<file path="config.mk">
export PLATFORM = sky130hd
export DESIGN_NAME = rtc_bcd_calendar
export DESIGN_NICKNAME = d
export VERILOG_FILES = /design/src/rtl/rtc_bcd_pkg.sv /design/src/rtl/rtc_tick_div.sv /design/src/rtl/rtc_hold_ctrl.sv /design/src/rtl/rtc_cal_core.sv /design/src/rtl/rtc_bcd_calendar.sv
export SDC_FILE = /design/constraint.sdc
export NUM_CORES = 1
export LEC_CHECK = 0
export ABC_AREA = 1
export BUFFER_PORTS_ARGS = -buffer_cell sky130_fd_sc_hd__buf_2
export CORE_AREA = 5 5 146 148
export CTS_CLUSTER_DIAMETER = 60
export CTS_CLUSTER_SIZE = 25
export DETAILED_ROUTE_END_ITERATION = 10
export DIE_AREA = 0 0 151 153
export PLACE_DENSITY_LB_ADDON = 0.12
export SYNTH_ARGS = -nofsm -noshare
export SYNTH_HDL_FRONTEND = slang
export SYNTH_HIERARCHICAL = 1
export SYNTH_SLANG_ARGS = --single-unit
export TNS_END_PERCENT = 20
</file>
<file path="constraint.sdc">
create_clock -name clk_i -period 3.1 [get_ports clk_i]
set_input_delay 0.62 -clock clk_i [delete_from_list [all_inputs] [get_ports clk_i]]
set_output_delay 0.62 -clock clk_i [all_outputs]
set_load 0.02 [all_outputs]
</file>
<file path="src/rtl/rtc_bcd_pkg.sv">
package rtc_bcd_pkg;

    typedef enum logic [2:0] {
        RA_CTRL  = 3'd0,
        RA_EVEN  = 3'd1,
        RA_HOLD  = 3'd2,
        RA_TIME  = 3'd3,
        RA_DATE  = 3'd4,
        RA_SNAPT = 3'd5,
        RA_SNAPD = 3'd6,
        RA_SECS  = 3'd7
    } reg_addr_e;

    typedef struct packed {
        logic [7:0] pad;
        logic [7:0] hour;
        logic [7:0] min;
        logic [7:0] sec;
    } time_word_t;

    typedef struct packed {
        logic [7:0] year;
        logic [7:0] month;
        logic [7:0] day;
        logic [3:0] pad;
        logic [3:0] wday;
    } date_word_t;

    localparam time_word_t TIME_RESET = '{pad: 8'h00, hour: 8'h00, min: 8'h00, sec: 8'h00};
    localparam date_word_t DATE_RESET = '{year: 8'h00, month: 8'h01, day: 8'h01, pad: 4'h0, wday: 4'h0};

    function automatic logic [7:0] bcd_inc(input logic [7:0] v);
        if (v[3:0] == 4'd9) return {v[7:4] + 4'd1, 4'd0};
        return {v[7:4], v[3:0] + 4'd1};
    endfunction

    function automatic logic leap_year(input logic [7:0] y);
        logic [6:0] bin;
        bin = 7'(y[7:4]) * 7'd10 + 7'(y[3:0]);
        return bin[1:0] == 2'b00;
    endfunction

    function automatic logic [7:0] last_day(input logic [7:0] month, input logic [7:0] year);
        case (month)
            8'h02:                      return leap_year(year) ? 8'h29 : 8'h28;
            8'h04, 8'h06, 8'h09, 8'h11: return 8'h30;
            default:                    return 8'h31;
        endcase
    endfunction

endpackage

</file>
<file path="src/rtl/rtc_tick_div.sv">
module rtc_tick_div #(
    parameter int TICKS_PER_SEC = 32768
) (
    input  logic clk_i,
    input  logic rst_i,
    input  logic tick_i,
    input  logic run_i,
    output logic step_o
);
    localparam int CW = (TICKS_PER_SEC > 1) ? $clog2(TICKS_PER_SEC) : 1;
    localparam logic [CW-1:0] LAST = CW'(TICKS_PER_SEC - 1);

    logic [CW-1:0] cnt_q;

    assign step_o = run_i && tick_i && (cnt_q == LAST);

    always_ff @(posedge clk_i) begin
        if (rst_i || !run_i) begin
            cnt_q <= '0;
        end else if (tick_i) begin
            cnt_q <= (cnt_q == LAST) ? '0 : cnt_q + 1'b1;
        end
    end
endmodule

</file>
<file path="src/rtl/rtc_hold_ctrl.sv">
module rtc_hold_ctrl #(
    parameter int HOLD_TICKS = 2
) (
    input  logic clk_i,
    input  logic rst_i,
    input  logic tick_i,
    input  logic set_req_i,
    input  logic clr_req_i,
    output logic hold_req_o,
    output logic halted_o
);
    localparam int CW = (HOLD_TICKS > 1) ? $clog2(HOLD_TICKS) : 1;
    localparam logic [CW-1:0] LAST = CW'(HOLD_TICKS - 1);

    logic [CW-1:0] cnt_q;

    always_ff @(posedge clk_i) begin
        if (rst_i) begin
            hold_req_o <= 1'b1;
            halted_o   <= 1'b1;
            cnt_q      <= '0;
        end else if (clr_req_i) begin
            hold_req_o <= 1'b0;
            halted_o   <= 1'b0;
            cnt_q      <= '0;
        end else begin
            if (set_req_i) hold_req_o <= 1'b1;
            if (hold_req_o && !halted_o && tick_i) begin
                if (cnt_q == LAST) begin
                    halted_o <= 1'b1;
                    cnt_q    <= '0;
                end else begin
                    cnt_q <= cnt_q + 1'b1;
                end
            end
        end
    end
endmodule

</file>
<file path="src/rtl/rtc_cal_core.sv">
module rtc_cal_core
    import rtc_bcd_pkg::*;
(
    input  logic        clk_i,
    input  logic        rst_i,
    input  logic        step_i,
    input  logic        ld_time_i,
    input  logic        ld_date_i,
    input  logic [31:0] wdata_i,
    output time_word_t  time_o,
    output date_word_t  date_o
);
    time_word_t t_q, t_n;
    date_word_t d_q, d_n;
    logic c_min, c_hour, c_day, c_mon, c_year;
    logic unused_bits;

    assign unused_bits = ^{wdata_i[31:24], wdata_i[7:4]};

    always_comb begin
        t_n = t_q;
        d_n = d_q;
        c_min  = (t_q.sec == 8'h59);
        c_hour = c_min && (t_q.min == 8'h59);
        c_day  = c_hour && (t_q.hour == 8'h23);
        c_mon  = c_day && (d_q.day == last_day(d_q.month, d_q.year));
        c_year = c_mon && (d_q.month == 8'h12);

        t_n.sec = c_min ? 8'h00 : bcd_inc(t_q.sec);
        if (c_min)  t_n.min  = (t_q.min == 8'h59) ? 8'h00 : bcd_inc(t_q.min);
        if (c_hour) t_n.hour = (t_q.hour == 8'h23) ? 8'h00 : bcd_inc(t_q.hour);
        if (c_day) begin
            d_n.wday = (d_q.wday == 4'd6) ? 4'd0 : d_q.wday + 4'd1;
            d_n.day  = c_mon ? 8'h01 : bcd_inc(d_q.day);
        end
        if (c_mon)  d_n.month = c_year ? 8'h01 : bcd_inc(d_q.month);
        if (c_year) d_n.year  = (d_q.year == 8'h99) ? 8'h00 : bcd_inc(d_q.year);
    end

    always_ff @(posedge clk_i) begin
        if (rst_i) begin
            t_q <= TIME_RESET;
            d_q <= DATE_RESET;
        end else begin
            if (ld_time_i) begin
                t_q.pad  <= 8'h00;
                t_q.hour <= wdata_i[23:16];
                t_q.min  <= wdata_i[15:8];
                t_q.sec  <= wdata_i[7:0];
            end else if (step_i) begin
                t_q <= t_n;
            end
            if (ld_date_i) begin
                d_q.year  <= wdata_i[31:24];
                d_q.month <= wdata_i[23:16];
                d_q.day   <= wdata_i[15:8];
                d_q.pad   <= 4'h0;
                d_q.wday  <= wdata_i[3:0];
            end else if (step_i) begin
                d_q <= d_n;
            end
        end
    end

    assign time_o = t_q;
    assign date_o = d_q;
endmodule

</file>
<file path="src/rtl/rtc_bcd_calendar.sv">
module rtc_bcd_calendar
    import rtc_bcd_pkg::*;
#(
    parameter int TICKS_PER_SEC = 32768,
    parameter int HOLD_TICKS    = 2
) (
    input  logic        clk_i,
    input  logic        rst_i,
    input  logic        tick_i,
    input  logic        wr_i,
    input  logic        rd_i,
    input  logic [2:0]  addr_i,
    input  logic [31:0] wdata_i,
    output logic [31:0] rdata_o,
    output logic        irq_o
);
    reg_addr_e  addr;
    logic       run_en_q, mode24_q, ev_en_q;
    logic       hold_req, halted, running, sec_step;
    logic       set_req, clr_req, ld_time, ld_date;
    time_word_t time_word;
    date_word_t date_word, snap_date_q;
    logic [31:0] rd_val;

    assign addr    = reg_addr_e'(addr_i);
    assign set_req = wr_i && (addr == RA_HOLD) &&  wdata_i[0];
    assign clr_req = wr_i && (addr == RA_HOLD) && !wdata_i[0];
    assign ld_time = wr_i && (addr == RA_TIME) && halted;
    assign ld_date = wr_i && (addr == RA_DATE) && halted;
    assign running = run_en_q && !halted;

    rtc_hold_ctrl #(.HOLD_TICKS(HOLD_TICKS)) u_hold (
        .clk_i      (clk_i),
        .rst_i      (rst_i),
        .tick_i     (tick_i),
        .set_req_i  (set_req),
        .clr_req_i  (clr_req),
        .hold_req_o (hold_req),
        .halted_o   (halted)
    );

    rtc_tick_div #(.TICKS_PER_SEC(TICKS_PER_SEC)) u_div (
        .clk_i  (clk_i),
        .rst_i  (rst_i),
        .tick_i (tick_i),
        .run_i  (running),
        .step_o (sec_step)
    );

    rtc_cal_core u_core (
        .clk_i     (clk_i),
        .rst_i     (rst_i),
        .step_i    (sec_step),
        .ld_time_i (ld_time),
        .ld_date_i (ld_date),
        .wdata_i   (wdata_i),
        .time_o    (time_word),
        .date_o    (date_word)
    );

    always_comb begin
        case (addr)
            RA_CTRL:  rd_val = {30'd0, mode24_q, run_en_q};
            RA_EVEN:  rd_val = {31'd0, ev_en_q};
            RA_HOLD:  rd_val = {30'd0, halted, hold_req};
            RA_TIME:  rd_val = time_word;
            RA_DATE:  rd_val = date_word;
            RA_SNAPT: rd_val = time_word;
            RA_SNAPD: rd_val = snap_date_q;
            RA_SECS:  rd_val = {24'd0, time_word.sec};
            default:  rd_val = '0;
        endcase
    end

    always_ff @(posedge clk_i) begin
        if (rst_i) begin
            run_en_q    <= 1'b0;
            mode24_q    <= 1'b0;
            ev_en_q     <= 1'b0;
            snap_date_q <= DATE_RESET;
            rdata_o     <= '0;
            irq_o       <= 1'b0;
        end else begin
            if (wr_i && addr == RA_CTRL) begin
                run_en_q <= wdata_i[0];
                mode24_q <= wdata_i[1];
            end
            if (wr_i && addr == RA_EVEN) ev_en_q <= wdata_i[0];
            if (rd_i) rdata_o <= rd_val;
            if (rd_i && addr == RA_SNAPT) snap_date_q <= date_word;
            irq_o <= sec_step && ev_en_q;
        end
    end
endmodule

</file>
== Word level (Yosys, flattened, before mapping) ==
Index checks and enable logic that the tools add are counted.
Storage, ports and cells
  register bits after elaboration: 134
  bits of input ports: 40
Operators by class
  $mul: 1
  mux-type cells: 50
  reduce and logical (&&, ||, !) cells: 57
  equal/unequal tests: 26
  add/subtract/negate cells: 16
Operator list (count)
  case mux 32 bit (7 select lines): 1
  two-way mux 8 bit: 23
  two-way mux 32 bit: 2
  adder 4 x 1 -> 4 bit (second input constant): 13
  two-way mux 24 bit: 2
  equality test 4 bit (second input constant): 6
  logical AND 1 bit: 20
  nonzero test 2 bit: 10
  two-way mux 1 bit: 18
  nonzero test 3 bit: 6
  equality test 8 x 3 -> 1 bit (second input constant): 2
  equality test 8 x 5 -> 1 bit (second input constant): 2
  equality test 8 x 7 -> 1 bit (second input constant): 2
  case mux 8 bit (2 select lines): 1
  adder 15 x 1 -> 15 bit (second input constant): 1
  equality test 15 bit (second input constant): 1
  two-way mux 15 bit: 1
  AND reduction 3 bit: 5
  AND reduction 2 bit: 7
  equality test 3 bit (second input constant): 4
  equality test 8 x 2 -> 1 bit (second input constant): 1
  equality test 8 x 4 -> 1 bit (second input constant): 1
  equality test 8 x 6 -> 1 bit (second input constant): 1
  equality test 8 bit: 1
  other kinds (14): 19

== Longest topological paths before layout ==
Gate-level depths: netlist (run 1).
  word-level depth: 14
  mapped depth: 15
  mapped depth without buffers: 15

== Hierarchy ==
Netlist (run 1), hierarchy kept.
By module, submodules not included
  rtc_cal_core: cells each 529, times used 1, area each 3588.4 sq um
  rtc_bcd_calendar: cells each 466, times used 1, area each 3452.1 sq um
  rtc_tick_div: cells each 123, times used 1, area each 809.5 sq um
  rtc_hold_ctrl: cells each 19, times used 1, area each 127.6 sq um

== Least setup slack after synthesis (run 1) ==
No wires, ideal clock.
  path type: input-to-reg
  start: input port addr_i[2]
  end: register u_core.t_q (netlist bit u_core/time_o[10])
  arrival time: 2.238 ns
  stages: 10
  required time: 2.966 ns
  setup time: 0.134 ns
  buffers on the path: 2
  slack: 0.728 ns
  cells stage by stage: buf_2 -> inv_1 -> nand3_2 -> nor3_1 -> clkbuf_1 -> nor2_1 -> nor2_1 -> inv_1 -> a221oi_1 -> a211oi_1
Between the ends
  word-level cells in the longest chain between the ends: 5
  elaborated cells between the ends (all ways): 7
  those cells by class: eq/ne (1); mux (1); reduce/logical (5)
Ends and longest elaborated chain
  from (decl): RTL line rtc_bcd_calendar.sv:12  | input logic [2:0] addr_i,
  equality test 3 x 2 -> 1 bit (*): RTL line rtc_bcd_calendar.sv:28  | assign ld_time = wr_i && (addr == RA_TIME) && halted;
  logical AND 1 bit (*) (2 in series): RTL line rtc_bcd_calendar.sv:28
  named net ld_time: RTL line rtc_bcd_calendar.sv:20  | logic set_req, clr_req, ld_time, ld_date;
  nonzero test 2 bit (no source line)
  AND reduction 2 bit (no source line)
  to (signal assigned): RTL line rtc_cal_core.sv:51  | t_q <= t_n;
  to (decl): RTL line rtc_cal_core.sv:13  | time_word_t t_q, t_n;
Mark *: on every way through the listed nets, which the timed path passes. The rest lies on a longest branch.
A chain may end at the register's enable or synchronous reset.

== Final worst setup path (run 1) ==
  start: register u_div.cnt_q[0]
  end: register u_core.t_q (netlist bit u_core/time_o[20])
Between the ends
  word-level cells in the longest chain between the ends: 4
Ends and longest elaborated chain
  from (decl): RTL line rtc_tick_div.sv:13  | logic [CW-1:0] cnt_q;
  from (signal assigned): RTL line rtc_tick_div.sv:21  | cnt_q <= (cnt_q == LAST) ? '0 : cnt_q + 1'b1;
  equality test 15 bit: RTL line rtc_tick_div.sv:15  | assign step_o = run_i && tick_i && (cnt_q == LAST);
  logical AND 1 bit: RTL line rtc_tick_div.sv:15
  named net sec_step: RTL line rtc_bcd_calendar.sv:19  | logic hold_req, halted, running, sec_step;
  nonzero test 2 bit (no source line)
  AND reduction 3 bit (no source line)
The timed path passes the listed nets, and every way through them passes these cells.

==> results of run 1 <==
-- layout make-up --
| cell class | count | share of cell area, % |
|---|---|---|
| multi-input cells | 844 | 49.8 |
| flip-flops and latches | 138 | 30.6 |
| repair buffers | 81 | 4.90 |
| clock buffers | 17 | 4.71 |
| inverters | 111 | 4.64 |
| well taps | 270 | 3.74 |
| clock inverters | 15 | 1.68 |
-- path summary, 6_finish.rpt --
path,end,slack (ns)
setup / recovery,u_core/time_o[20]$_SDFFE_PP0P_,0.60
hold / removal,mode24_q$_SDFFE_PP0P_,0.45
setup reg to reg,u_core/time_o[20]$_SDFFE_PP0P_,0.60
hold reg to reg,mode24_q$_SDFFE_PP0P_,0.45
-- worst min-delay path, stage by stage (launching register included) --
cell and delay (ns):
dfxtp_1 0.30, inv_1 0.05, a21oi_1 0.05
-- Yosys cell counts (all sizes together) --
master  count
nand3      85
nand3b      2
a21oi      99
nor3b       2
o211ai      7
o21ai      57
dfxtp     138
a211oi      8
buf        36
o31ai       3
or2         3
xor2       17
a22oi       3
nand4      10
a221oi      2
clkbuf     19
a31oi       7
inv       111
nor3        9
ha         23
or3b        1
nand2     352
o22ai       7
a21boi      1
o21bai      1
xnor2      10
nor2      123
conb        1
-- stage by stage --
step           std cells  total power, W  instance area (µm²)  worst slack [ns]
2_1_floorplan       1148         0.00204                 8020             0.728
3_3_place_gp        1444         0.00212                 8460             0.482
3_5_place_dp        1444         0.00212                 8460             0.397
4_1_cts             1476         0.00414                 9030             0.603
5_1_grt             1476         0.00424                 9030             0.312
6_report            1476         0.00409                 9030             0.605
-- state kept, by name, indices dropped and copies added (netlist names) --
| name | flops |
|---|---|
| u_core/date_o | 28 |
| run_en_q | 1 |
| snap_date_q | 32 |
| u_div/cnt_q | 15 |
| ev_en_q | 1 |
| rdata_o | 32 |
| u_core/time_o | 24 |
| irq_o | 1 |
| u_hold/cnt_q | 1 |
| u_hold/halted_o | 1 |
| u_hold/hold_req_o | 1 |
| mode24_q | 1 |
-- kinds of logic (layout without fill, tap and decap cells) --
logic type	after synthesis	after routing	share of synthesized area [%]
and+or+nand+nor	587	587	34.7
AOI/OAI and AO/OA	195	195	14.4
buffers and inverters	166	224	9.66
DFF	138	138	34.6
xor gates and xnor gates	27	27	2.96
adders and majority gates	23	23	3.61
other	1	12	0.0470
-- layer usage --
layer / global-route usage [%] / share of wire, % / up-vias
met3: 3.55 / 4.4 / 14
met4: 4.02 / 0.85 / 0
li1: - / - / 3751
met1: 26.9 / 50 / 3260
met2: 28.1 / 45 / 130
met5: 0 / 0 / -
-- where the power goes --
part,internal (W),switching (W),total (W)
Combinational,0.0000760,0.000193,0.000269
Sequential,0.00179,0.0000184,0.00181
Clock,0.00118,0.000826,0.00201
Total,0.00305,0.00104,0.00409
==> impl_metrics.ini, run 1 <==
[timing]
rsz0062_at_grt = no
period_share_pct = 80.5
max_slew_margin_pct = 33.9
finalSetupTns_ns = 0
clock_skew_ns = 0.00848
drv_slew = 0
worst_slew_pin_slew_ns = 0.990
hold_viol = 0
hold_ws_ns = 0.445
fmax_mhz = 401
setup_viol = 0
min_period_ns = 2.50

[synth]
avgSynthCellArea_um2 = 7.02
synthCells = 1137
synth_warnings = 6
ys_seq_elements = 138
synth_top_area_cell = dfxtp_1
syn_area_um2 = 7980
yosysSeqAreaShare_pct = 34.6
synth_cell_types = 49
synthTopCellsByArea = dfxtp_1 (35%), nand2_1 (14%), nor2_1 (5.1%)
synth_top_cell_area_share_pct = 34.6

[clock_network]
post-cts-setup-buffer-count = 0
cts_root_buf = clkbuf_16
cts_resized = 0
cts_tree = done
postCtsHoldBufs = 0
max-clock-path-buffers = 2
cts_sinks = 138
htree_levels = 4
cts_inserted_buffers = 17
clkLatencyLatePin_ns = 0.42
cts.clk_slew.worst_paths_ns = 0.06

[worst_setup_path]
worstReg2RegStart = u_div/cnt_q[0]$_SDFFE_PP0P_
crit_slowest_cell = dfxtp_1
cp_common_cell = nor2_1
endpoint_kind = register
worst-path-max-fanout = 7
cp_num_buf_inv = 3
critPathLaunchType = register
worst-setup-path-type = register to register
crit_chain = ha_1 -> nand2_2 -> nor2_4 -> nand3_1 -> nor3_1 -> buf_4 -> inv_1 -> nor2_1 -> nor2_1 -> nor2_1 -> inv_1 -> a211oi_1 -> a211oi_1
path_delay_family = simple AND/OR/NAND/NOR gates
reg2reg_depth = 13
crit_start = u_div/cnt_q[0]$_SDFFE_PP0P_
slowest_delay_ns = 0.41
cp.required_ns = 3.37
crit_cells = 13
arrival_ns = 2.76

[place]
gp_congestion = 0.829
portBuffers = 72
dpl.hpwl_um = 14900

[outcome]
status = completed

[detailed_routing]
drtIter0Drc = 383
avgViaCountPerCell = 4.85
wl_per_cell_um = 14.2
drt_pass1_iterations = 5
via_count = 7155
drc_errors = 0
postRouteAntennaNets = 0
routed_wirelength_um = 21000

[die]
fp.dieH_um = 153
die_area_um2 = 23100
core_um2 = 19900
row_count = 52
die_w_um = 151
start_util_pct = 40.1
ios = 73

[grt]
antenna_found_initial = 0
grt_usage_pct = 18.4
grt_pass1_vias = 6536
gr-total-overflow = 0
grt_max_degree = 56
grt_pass1_wl_um = 34200

[pwr]
p_leak_nw = 3.82
powerDensity_nw_per_um2 = 453
max-vdd-ir-drop_mv = 0.377

[flow_run]
drv_cap = 0

[layout]
fill_cells = 2110
multiInputGateArea_um2 = 4500
seq_area_um2 = 2760
layout_commonest_cell = nand2_1
area_growth_pct = 13.3
fin_util_pct = 45.4
final_cell_mix = nand2_1 (297), dfxtp_1 (138), nor2_1 (109)
fin_nets = 1256
drive_above_1_share_pct = 20.6
diodes = 0

[hold_path]
hold_depth = 2
min_from = mode24_q$_SDFFE_PP0P_
hold_class = register to register
Power figures use the tool's default switching activity.
==> run 2, diff against run 1 <==
ABC_AREA = 0   (was 1)
CORE_AREA = 5 5 144 146   (was 5 5 146 148)
DIE_AREA = 0 0 149 151   (was 0 0 151 153)
clock period = 2.53 ns   (was 3.1 ns; I/O delays follow)
==> impl_metrics.ini, run 2 <==
[die]
row_count = 51
core_um2 = 19300
die_area_um2 = 22500
die_w_um = 149
ios = 73
fp.dieH_um = 151
start_util_pct = 40.4

[grt]
antenna_found_initial = 0
gr-total-overflow = 0
grt_pass1_wl_um = 36300
grt_max_degree = 50
grt_usage_pct = 20.2
grt_pass1_vias = 6737

[clock_network]
cts_inserted_buffers = 17
cts_tree = done
max-clock-path-buffers = 2
clkLatencyLatePin_ns = 0.42
cts_sinks = 138
htree_levels = 4
cts_root_buf = clkbuf_16
cts.clk_slew.worst_paths_ns = 0.06
postCtsHoldBufs = 0

[pwr]
powerDensity_nw_per_um2 = 552
p_leak_nw = 3.76
max-vdd-ir-drop_mv = 0.390

[worst_setup_path]
cp.required_ns = 2.86
crit_slowest_cell = or4_4
arrival_ns = 2.77
crit_chain = inv_2 -> ha_2 -> nor3b_4 -> o21a_1 -> or4_4 -> and4_4 -> or4_4 -> a221oi_2
r2r_setup_slack_ns = 0.08
cp_num_buf_inv = 1
path_delay_family = simple AND/OR/NAND/NOR gates
reg2reg_to = u_core/date_o[9]$_SDFFE_PP0P_
reg2reg_depth = 8
cp_common_cell = or4_4
critPathLaunchType = register
worst-setup-path-type = register to register
endpoint_kind = register
worstReg2RegStart = u_core/date_o[20]$_SDFFE_PP0P_
slowest_delay_ns = 0.54
worst-path-max-fanout = 5

[layout]
fin_area_um2 = 9460
final_cell_mix = dfxtp_1 (131), nand2_1 (129), buf_4 (89)
layout_commonest_cell = dfxtp_1
fin_nets = 1117
area_growth_pct = 21.6
drive_above_1_share_pct = 22.4
fin_util_pct = 49.1
diodes = 0

[place]
gp_congestion = 0.849
portBuffers = 72
place_area_um2 = 8810
place_ws_ns = -0.0363
dpl.hpwl_um = 16600

[synth]
async_reset_ff_share_pct = 0
yosysMostFrequentCell = dfxtp_1
synthCells = 941
syn_area_um2 = 7780
synth_top_cell_area_share_pct = 35.5
synthTopCellsByArea = dfxtp_1 (35%), nand2_1 (6.2%), mux2i_1 (4.8%)
synth_cell_types = 79
synth_edf_count = 0
avgSynthCellArea_um2 = 8.27
yosysSeqAreaShare_pct = 35.5
synth_warnings = 6
synth_common_cells = dfxtp_1 (138), nand2_1 (129), nor2_1 (85)
ys_seq_elements = 138
synth_ff_type = dfxtp_1
synth_top_area_cell = dfxtp_1

[timing]
min_period_ns = 2.45
drv_slew = 0
clock_skew_ns = 0.00891
rsz0062_at_grt = no
setup_viol = 0
period_share_pct = 96.7
worst_slew_pin_slew_ns = 1.01
hold_viol = 0
fin_ws_ns = 0.0828
fmax_mhz = 409
max_slew_margin_pct = 32.6

[detailed_routing]
wl_per_cell_um = 17.0
avgViaCountPerCell = 5.40
drt_pass1_iterations = 5
drc_errors = 0
via_count = 7167
routed_wirelength_um = 22600
drtIter0Drc = 539
postRouteAntennaNets = 0

[hold_path]
hold_depth = 3
min_from = wdata_i[8]
hold_class = input port to register
whs_endpoint = u_core/date_o[8]$_SDFFE_PP1P_

[outcome]
status = completed

[flow_run]
drv_cap = 0
run 2: cell count changes in the layout (fill, tap and decap cells not counted), sizes merged, moves of 38 or more:
cell | before | now
nand2 | 352 | 129
inv | 113 | 27
buf | 81 | 162
nor2 | 123 | 85
nand3 | 85 | 24
o21ai | 57 | 19
run 2: through the flow:
| stage | total power, W | cells | hold WS [ns] | TNS [ns] |
|---|---|---|---|---|
| global route | 0.00541 | 1328 | 0.356 | 0 |
| floorplan | 0.00257 | 952 | 0.422 | -0.000440 |
| CTS | 0.00528 | 1327 | 0.341 | 0 |
| global placement | 0.00272 | 1299 | 0.441 | -0.000393 |
| finish | 0.00523 | 1328 | 0.360 | 0 |
| detailed placement | 0.00272 | 1299 | 0.448 | -0.0363 |
run 2: cells by family after synthesis:
kind of cell,synth area share (%)
other cells,0.0482
fa+ha+maj,3.70
mux,5.63
flops,35.5
buf+inv,7.02
simple gates,25.0
compound gates,20.8
xor+xnor,2.35
run 2: timing repair:
action / 4_1_cts / 5_1_grt
endpoints found under the setup margin: 3 / 17
endpoints found under the hold margin: 0 / 0
resized for setup: 1 / 15
pin swaps: 0 / 5
setup buffers: 0 / 1
run 2: cell type report:
type	count	area, µm²
clock buffer	18	429
clock inverter	10	154
fill	1875	9810
inverter	29	109
multi-input combinational	706	4600
sequential	138	2770
tap	265	332
timing repair buffer	162	1060
run 2: how the worst max path moves through the flow:
stage | start | end | slack, ns | cells after the start
global placement | tick_i | u_core/date_o[27]$_SDFFE_PP0P_ | -0.0004 | 10
finish | u_core/date_o[20]$_SDFFE_PP0P_ | u_core/date_o[9]$_SDFFE_PP0P_ | 0.08 | 8
CTS | u_div/cnt_q[1]$_SDFFE_PP0P_ | u_core/date_o[27]$_SDFFE_PP0P_ | 0.002 | 10
detailed placement | u_div/cnt_q[1]$_SDFFE_PP0P_ | u_core/date_o[27]$_SDFFE_PP0P_ | -0.04 | 10
floorplan | tick_i | u_core/date_o[27]$_SDFFE_PP0P_ | -0.0004 | 10
global route | u_core/time_o[5]$_SDFFE_PP0P_ | u_core/date_o[28]$_SDFFE_PP0P_ | 0.01 | 9
run 2: tightest hold or removal path: cells and delay by family:
kind	cells	cell delay [ns]
buf+inv	1	0.10
compound gates	2	0.13
run 2: where the power goes:
part	switching, W	internal, W	total [W]
Combinational	0.000267	0.000171	0.000438
Clock	0.000929	0.00162	0.00255
Sequential	0.0000369	0.00221	0.00224
Total	0.00123	0.00399	0.00523
run 2: layer usage:
layer | up-vias | GRT usage (%) | share of wire [%]
li1 | 3612 | - | -
met1 | 3367 | 30.0 | 50
met2 | 168 | 30.1 | 43
met3 | 20 | 3.59 | 5.1
met4 | 0 | 5.81 | 1.7
met5 | - | 0 | 0
